<file path="src/rtl/hiz_pkg.sv">
package hiz_pkg;
    localparam int NUM_SRC     = 2;
    localparam int NUM_OUT     = 8;
    localparam int MODE_LSB    = 0;
    localparam int MODE_W      = 2;
    localparam int SEL_BIT     = 4;
    localparam int SIX_SW_BIT  = 5;
    localparam int HALF_SW_BIT = 6;
    localparam int G0_LO       = 2;
    localparam int G1_LO       = 6;
    localparam int PAIR_W      = 2;
    localparam int ALL_LO      = 2;
    localparam int ALL_W       = NUM_OUT - ALL_LO;

    typedef enum logic [MODE_W-1:0] {
        MD_SIX   = 2'd0,
        MD_HALF  = 2'd1,
        MD_TWO   = 2'd2,
        MD_OCEMF = 2'd3
    } hiz_mode_e;
endpackage

</file>
<file path="src/rtl/hiz_flt_edge.sv">
module hiz_flt_edge #(
    parameter int STAGES = 2
) (
    input  logic clk,
    input  logic rst_n,
    input  logic raw,
    input  logic inv,
    output logic lvl,
    output logic rise,
    output logic fall
);
    typedef struct packed {
        logic [STAGES-1:0] sync;
        logic              prev;
    } edge_st_t;

    edge_st_t st_d, st_q;
    logic cur_lvl, old_lvl;

    always_comb begin
        st_d      = st_q;
        st_d.sync = {st_q.sync[STAGES-2:0], raw};
        st_d.prev = st_q.sync[STAGES-1];
        cur_lvl   = st_q.sync[STAGES-1] ^ inv;
        old_lvl   = st_q.prev ^ inv;
        lvl       = cur_lvl;
        rise      = cur_lvl & ~old_lvl;
        fall      = ~cur_lvl & old_lvl;
    end

    always_ff @(posedge clk or negedge rst_n) begin
        if (!rst_n) st_q <= '0;
        else        st_q <= st_d;
    end

    // an edge event lasts a single cycle
    a_r4_single_rise: assert property (@(posedge clk) disable iff (!rst_n)
        rise |=> !rise);
endmodule

</file>
<file path="src/rtl/hiz_grp_ctl.sv">
module hiz_grp_ctl (
    input  logic clk,
    input  logic rst_n,
    input  logic en,
    input  logic set_ev,
    input  logic fall_ev,
    input  logic lvl,
    input  logic use_sw,
    input  logic sw_rel,
    input  logic tick,
    output logic hiz
);
    typedef struct packed {
        logic hiz;
        logic pend;
    } grp_st_t;

    grp_st_t st_d, st_q;
    logic    arm;

    always_comb begin
        st_d = st_q;
        arm  = use_sw ? sw_rel : fall_ev;
        if (!en) begin
            st_d = '0;
        end else if (set_ev) begin
            st_d.hiz  = 1'b1;
            st_d.pend = 1'b0;
        end else if (st_q.hiz) begin
            if (st_q.pend && tick && !lvl) begin
                st_d = '0;
            end else if (arm) begin
                st_d.pend = 1'b1;
            end
        end
        hiz = st_q.hiz;
    end

    always_ff @(posedge clk or negedge rst_n) begin
        if (!rst_n) st_q <= '0;
        else        st_q <= st_d;
    end

    a_r12_off_when_disabled: assert property (@(posedge clk) disable iff (!rst_n)
        !en |=> !hiz);
    a_r4_set_on_edge: assert property (@(posedge clk) disable iff (!rst_n)
        (en && set_ev) |=> hiz);
    a_r7_release_on_tick: assert property (@(posedge clk) disable iff (!rst_n)
        $fell(hiz) |-> ($past(tick) || !$past(en)));
    a_r11_fault_holds: assert property (@(posedge clk) disable iff (!rst_n)
        (en && hiz && lvl) |=> hiz);
endmodule

</file>
<file path="src/rtl/hiz_mode_reg.sv">
module hiz_mode_reg #(
    parameter int REG_W = 16
) (
    input  logic             clk,
    input  logic             rst_n,
    input  logic             we,
    input  logic [REG_W-1:0] wdata,
    input  logic [1:0]       grp_en,
    input  logic [1:0]       mst_run,
    output logic [REG_W-1:0] mode
);
    typedef struct packed {
        logic [REG_W-1:0] word;
    } mode_st_t;

    mode_st_t st_d, st_q;
    logic     unlocked;

    always_comb begin
        st_d     = st_q;
        unlocked = ~|grp_en & ~|mst_run;
        if (we && unlocked) st_d.word = wdata;
        mode = st_q.word;
    end

    always_ff @(posedge clk or negedge rst_n) begin
        if (!rst_n) st_q <= '0;
        else        st_q <= st_d;
    end

    a_r2_locked_write: assert property (@(posedge clk) disable iff (!rst_n)
        (we && (|grp_en || |mst_run)) |=> $stable(mode));
    a_r2_open_write: assert property (@(posedge clk) disable iff (!rst_n)
        (we && !(|grp_en) && !(|mst_run)) |=> (mode == $past(wdata)));
endmodule

</file>
<file path="src/rtl/hiz_guard.sv">
module hiz_guard
    import hiz_pkg::*;
#(
    parameter int REG_W       = 16,
    parameter int SYNC_STAGES = 2
) (
    input  logic               clk,
    input  logic               rst_n,
    input  logic [NUM_SRC-1:0] ext_flt,
    input  logic [NUM_SRC-1:0] cmp_flt,
    input  logic [NUM_SRC-1:0] per_tick,
    input  logic               sw_rel,
    input  logic [NUM_SRC-1:0] grp_en,
    input  logic [NUM_SRC-1:0] mst_run,
    input  logic               mode_we,
    input  logic [REG_W-1:0]   mode_wdata,
    output logic [NUM_OUT-1:0] hiz_out,
    output logic [NUM_SRC-1:0] grp_stat,
    output logic [REG_W-1:0]   mode_rd
);
    hiz_mode_e        md;
    logic             sel_cmp;
    logic [NUM_SRC-1:0] raw, inv, lvl, rise, fall, use_sw, grp;

    hiz_mode_reg #(.REG_W(REG_W)) u_mode (
        .clk     (clk),
        .rst_n   (rst_n),
        .we      (mode_we),
        .wdata   (mode_wdata),
        .grp_en  (grp_en),
        .mst_run (mst_run),
        .mode    (mode_rd)
    );

    assign md      = hiz_mode_e'(mode_rd[MODE_LSB +: MODE_W]);
    assign sel_cmp = mode_rd[SEL_BIT];

    always_comb begin
        case (md)
            MD_SIX:  use_sw = {NUM_SRC{mode_rd[SIX_SW_BIT]}};
            MD_HALF: use_sw = {NUM_SRC{mode_rd[HALF_SW_BIT]}};
            MD_TWO:  use_sw = 2'b10;
            default: use_sw = 2'b00;
        endcase
    end

    for (genvar k = 0; k < NUM_SRC; k++) begin : g_src
        assign raw[k] = sel_cmp ? cmp_flt[k] : ext_flt[k];
        assign inv[k] = (k == 0) && (md == MD_OCEMF);

        hiz_flt_edge #(.STAGES(SYNC_STAGES)) u_edge (
            .clk   (clk),
            .rst_n (rst_n),
            .raw   (raw[k]),
            .inv   (inv[k]),
            .lvl   (lvl[k]),
            .rise  (rise[k]),
            .fall  (fall[k])
        );

        hiz_grp_ctl u_grp (
            .clk     (clk),
            .rst_n   (rst_n),
            .en      (grp_en[k]),
            .set_ev  (rise[k]),
            .fall_ev (fall[k]),
            .lvl     (lvl[k]),
            .use_sw  (use_sw[k]),
            .sw_rel  (sw_rel),
            .tick    (per_tick[k]),
            .hiz     (grp[k])
        );
    end

    always_comb begin
        hiz_out = '0;
        if (md == MD_HALF) begin
            hiz_out[G0_LO +: PAIR_W] = {PAIR_W{grp[0]}};
            hiz_out[G1_LO +: PAIR_W] = {PAIR_W{grp[1]}};
        end else begin
            hiz_out[ALL_LO +: ALL_W] = {ALL_W{|grp}};
        end
        grp_stat = grp;
    end

    a_r5_low_pair_idle: assert property (@(posedge clk) disable iff (!rst_n)
        hiz_out[1:0] == 2'b00);
    a_r6_mid_pair_idle: assert property (@(posedge clk) disable iff (!rst_n)
        (md == MD_HALF) |-> (hiz_out[5:4] == 2'b00));
    a_r12_all_off: assert property (@(posedge clk) disable iff (!rst_n)
        (grp_en == 2'b00) |=> (hiz_out == '0));
    a_r13_status_match: assert property (@(posedge clk) disable iff (!rst_n)
        (grp_stat == 2'b00) |-> (hiz_out == '0));
endmodule

</file>
<file path="config.mk">
export PLATFORM = sky130hd
export DESIGN_NAME = hiz_guard
export DESIGN_NICKNAME = d
export VERILOG_FILES = /design/src/rtl/hiz_pkg.sv /design/src/rtl/hiz_flt_edge.sv /design/src/rtl/hiz_grp_ctl.sv /design/src/rtl/hiz_mode_reg.sv /design/src/rtl/hiz_guard.sv
export SDC_FILE = /design/constraint.sdc
export NUM_CORES = 1
export LEC_CHECK = 0
export ABC_CLOCK_PERIOD_IN_PS = 3800
export BUFFER_PORTS_ARGS = -buffer_cell sky130_fd_sc_hd__buf_2
export CORE_MARGIN = 5
export CORE_UTILIZATION = 46
export CTS_CLUSTER_DIAMETER = 30
export DETAILED_ROUTE_END_ITERATION = 6
export PLACE_DENSITY = 0.75
export RECOVER_POWER = 50
export SLEW_MARGIN = 15
export SYNTH_ARGS = -nofsm -noshare
export SYNTH_HDL_FRONTEND = slang
export SYNTH_SLANG_ARGS = --single-unit
</file>
<file path="constraint.sdc">
create_clock -name clk -period 3.8 [get_ports clk]
set_input_delay 0 -clock clk [delete_from_list [all_inputs] [get_ports clk]]
set_output_delay 0 -clock clk [all_outputs]
set_load 0.05 [all_outputs]
</file>
==> summary.md <==
| Metric | Value |
|---|---|
| Status | `complete, no violations` |
| Post-layout min period | `1.90 ns` |
| Postcts setup bufs | `0` |
| Number of flops mapped to enable cells by yosys | `0` |
| Yosys top cell area share | `52.3%` |
| RePlAce Congestion | `approximately 0.80` |
| Ys flop type | `dfrtp_1` |
| Skew final | `between 0.005 and 0.006 ns` |
| Data arrival, critical path | `2.11 ns` |
| Inserted Diodes | `0` |
| Yosys top cell by area | `dfrtp_1` |
| Vias | `roughly 960` |
| Die width | `~62 um` |
| Max clock buf depth | `2` |
| Starting Density | `49.3%` |
| CP bufs+invs | `2` |
| Critical-path cell list | `dlygate4sd3_1 > buf_2 > nor4_1 > and2_1 > mux2_2` |
| Top-count cell post-synth | `dfrtp_1` |
| Final net count | `197` |
| Area Growth Syn to Fin | `37.7%` |
| Mapped Area | `1240 um^2` |
| Max incr delay on CP | `0.75 ns` |
| Netlist cell types | `27` |
| Yosys warns | `0` |
| Vias in the first global route | `about 950` |
| Worst-path clk slew | `around 0.12 ns` |
| Largest net degree at the start of global routing | `27` |
| Slew Viols, Final | `0` |
| CORE AREA | `2520 um^2` |
| H-tree levels | `1` |
| Peak supply drop | `0.434 mV` |
| PD cells | `approximately 550 nW/um^2` |
| Crit path required time | `4.01 ns` |
| Initial antenna violation count | `0` |
| Crit path capture type | `flop` |
| DP Wirelength | `about 1900 um` |
| Syn Area/Cell | `13.0 um^2` |
| Num CTS Buffers | `3` |
| WL per Instance | `13.6 um` |
| Worst slew pin tran | `about 1.3 ns` |
| Cells after Synth | `96` |
| Top cells by count, synth | `dfrtp_1 (26), mux2_4 (10), mux2_2 (8), buf_4 (7)` |
| Sequential element share of the synthesized area | `52.3%` |
| Sink Count | `26` |
| Antenna Nets Post-Route | `0` |
| Worst hold path class | `primary input to flop` |
| Total GRT Usage | `about 14%` |
| LEAKAGE | `between 0.8 and 0.9 nW` |
| Synth Register Bits | `26` |
| Root buf cell | `clkbuf_4` |
| Setup crit start kind | `primary input` |
| Area contributors post-synth | `dfrtp_1 (52%), mux2_4 (12%), mux2_2 (7.2%), buf_4 (4.2%), mux2i_1 (2.4%)` |
| IO buf count | `53` |
| CTS tree | `built` |
| Fin Setup TNS | `0 ns` |
| Number of max-cap violations | `0` |
| # IOs | `56` |
| Die Y | `62.0 um` |
| Final setup viols | `0` |
| Async set-or-reset flop fraction in the synthesized netlist | `100%` |
| Final core occ | `67.9%` |
| Initial DRC Count | `37` |
| Final Cycle Share | `49.9%` |
| Ratio of cells with drive above 1 in the final layout | `40.4%` |
| DIE AREA | `3840 um^2` |
| First-pass DRT Iterations | `4` |
| Final Hold Fails | `0` |
| Top Family by Delay on Critical Path | `simple AND/OR/NAND/NOR gates` |
| Final wirelength | `2660 um` |
| Vias per cell | `~4.9` |
| DRC | `0` |
| Crit Path Class | `primary input to flop` |
| Gr ovfl total | `0` |
| Row count | `18` |
| First-pass GRT wire length | `around 4000 um` |
| Later-pin clock latency in the skew report | `slightly above 0.3 ns` |
| Critical-path top delay cell | `and2_1` |
| RSZ-0062 raised after global routing | `false` |
| Worst-path maximum fanout | `16` |
| Slew margin rel. | `approximately an eighth` |
| Max Clk Rate | `about 530 MHz` |
flip-flops by register name, summed over array words and instances (netlist names):
register           flops
u_mode.mode           16
g_src.u_edge.st_d      4
g_src.u_edge.st_q      2
g_src.u_grp.hiz        2
g_src.u_grp.st_q       2
worst reg2reg max path, stage by stage, from the launching register on:
cell	delay, ns
dfrtp_1	0.44
mux2_2	0.35
dlygate4sd3_1	0.56
worst paths after layout:
check                                                  start  slack [ns]  cells past startpoint                                  to
min in group asynchronous                              rst_n        0.48                      2         u_mode.mode[13]$_DFFE_PN0P_
setup reg to reg                  u_mode.mode[4]$_DFFE_PN0P_        2.35                      2   g_src[0].u_edge.st_d[2]$_DFF_PN0_
max in group asynchronous                              rst_n        2.54                      2   g_src[1].u_edge.st_q[0]$_DFF_PN0_
hold reg to reg            g_src[1].u_edge.st_d[2]$_DFF_PN0_        0.36                      0   g_src[1].u_edge.st_d[0]$_DFF_PN0_
setup / recovery                                   grp_en[0]        1.90                      5          u_mode.mode[7]$_DFFE_PN0P_
hold / removal                                        sw_rel        0.04                      3  g_src[1].u_grp.st_q[0]$_DFFE_PN0P_
area by class of cell:
| type | instances | area [um^2] |
|---|---|---|
| tap | 30 | 37.5 |
| fill | 209 | 810 |
| inverter | 1 | 3.75 |
| timing repair buffer | 76 | 485 |
| sequential | 26 | 651 |
| clock buffer | 4 | 36.3 |
| multi-input combinational | 59 | 499 |
timing repair:
item / 4_1_cts / 5_1_grt
hold buffers: 23 / 0
resized for setup: 0 / 0
endpoints found under the hold margin: 48 / 0
cell families after synthesis:
family | Yosys count | share of synthesized area [%]
DFF | 26 | 52.3
other | 1 | 0.302
and+or+nand+nor | 21 | 9.56
buffers and inverters | 12 | 7.85
muxes | 21 | 21.7
AOI/OAI and AO/OA | 15 | 8.25
through the flow:
stage	cell area, um^2	std cells	power (mW)	setup slack (ns)	hold WS [ns]
floorplan	1250	97	0.723	1.82	-0.296
global placement	1460	169	0.795	2.18	0.0138
detailed placement	1460	169	0.803	2.10	0.0262
CTS	1720	196	0.961	1.91	0.0276
global route	1710	196	0.995	1.79	0.0445
finish	1710	196	0.947	1.90	0.0382
routing by layer:
| metal | vias up | track usage, % | wire, um |
|---|---|---|---|
| met2 | 34 | 28.1 | 1420 |
| met3 | 4 | 2.07 | 197 |
| li1 | 470 | - | - |
| met4 | 0 | 5.45 | 35 |
| met1 | 456 | 15.2 | 1010 |
| met5 | - | 0 | 0 |
report_power, final:
part	internal [mW]	total, mW	switching [mW]	leakage (nW)
Combinational	0.142	0.432	0.290	0.503
Clock	0.0585	0.135	0.0760	0.0210
Sequential	0.330	0.381	0.0509	0.320
layout by cell type, fill, tap and decap left out, types with 3 or more instances in the layout:
cell type and n:
nand2b_1 4, a21boi_0 3, dfrtp_1 26, clkbuf_4 3, mux2i_1 3, o21ai_0 4
nand2_1 3, dlygate4sd3_1 23, mux2_2 8, clkbuf_1 8, nor2b_1 4, buf_2 45
nor2_1 4, mux2_4 10
Note: power is estimated with default switching activity, not from simulation.
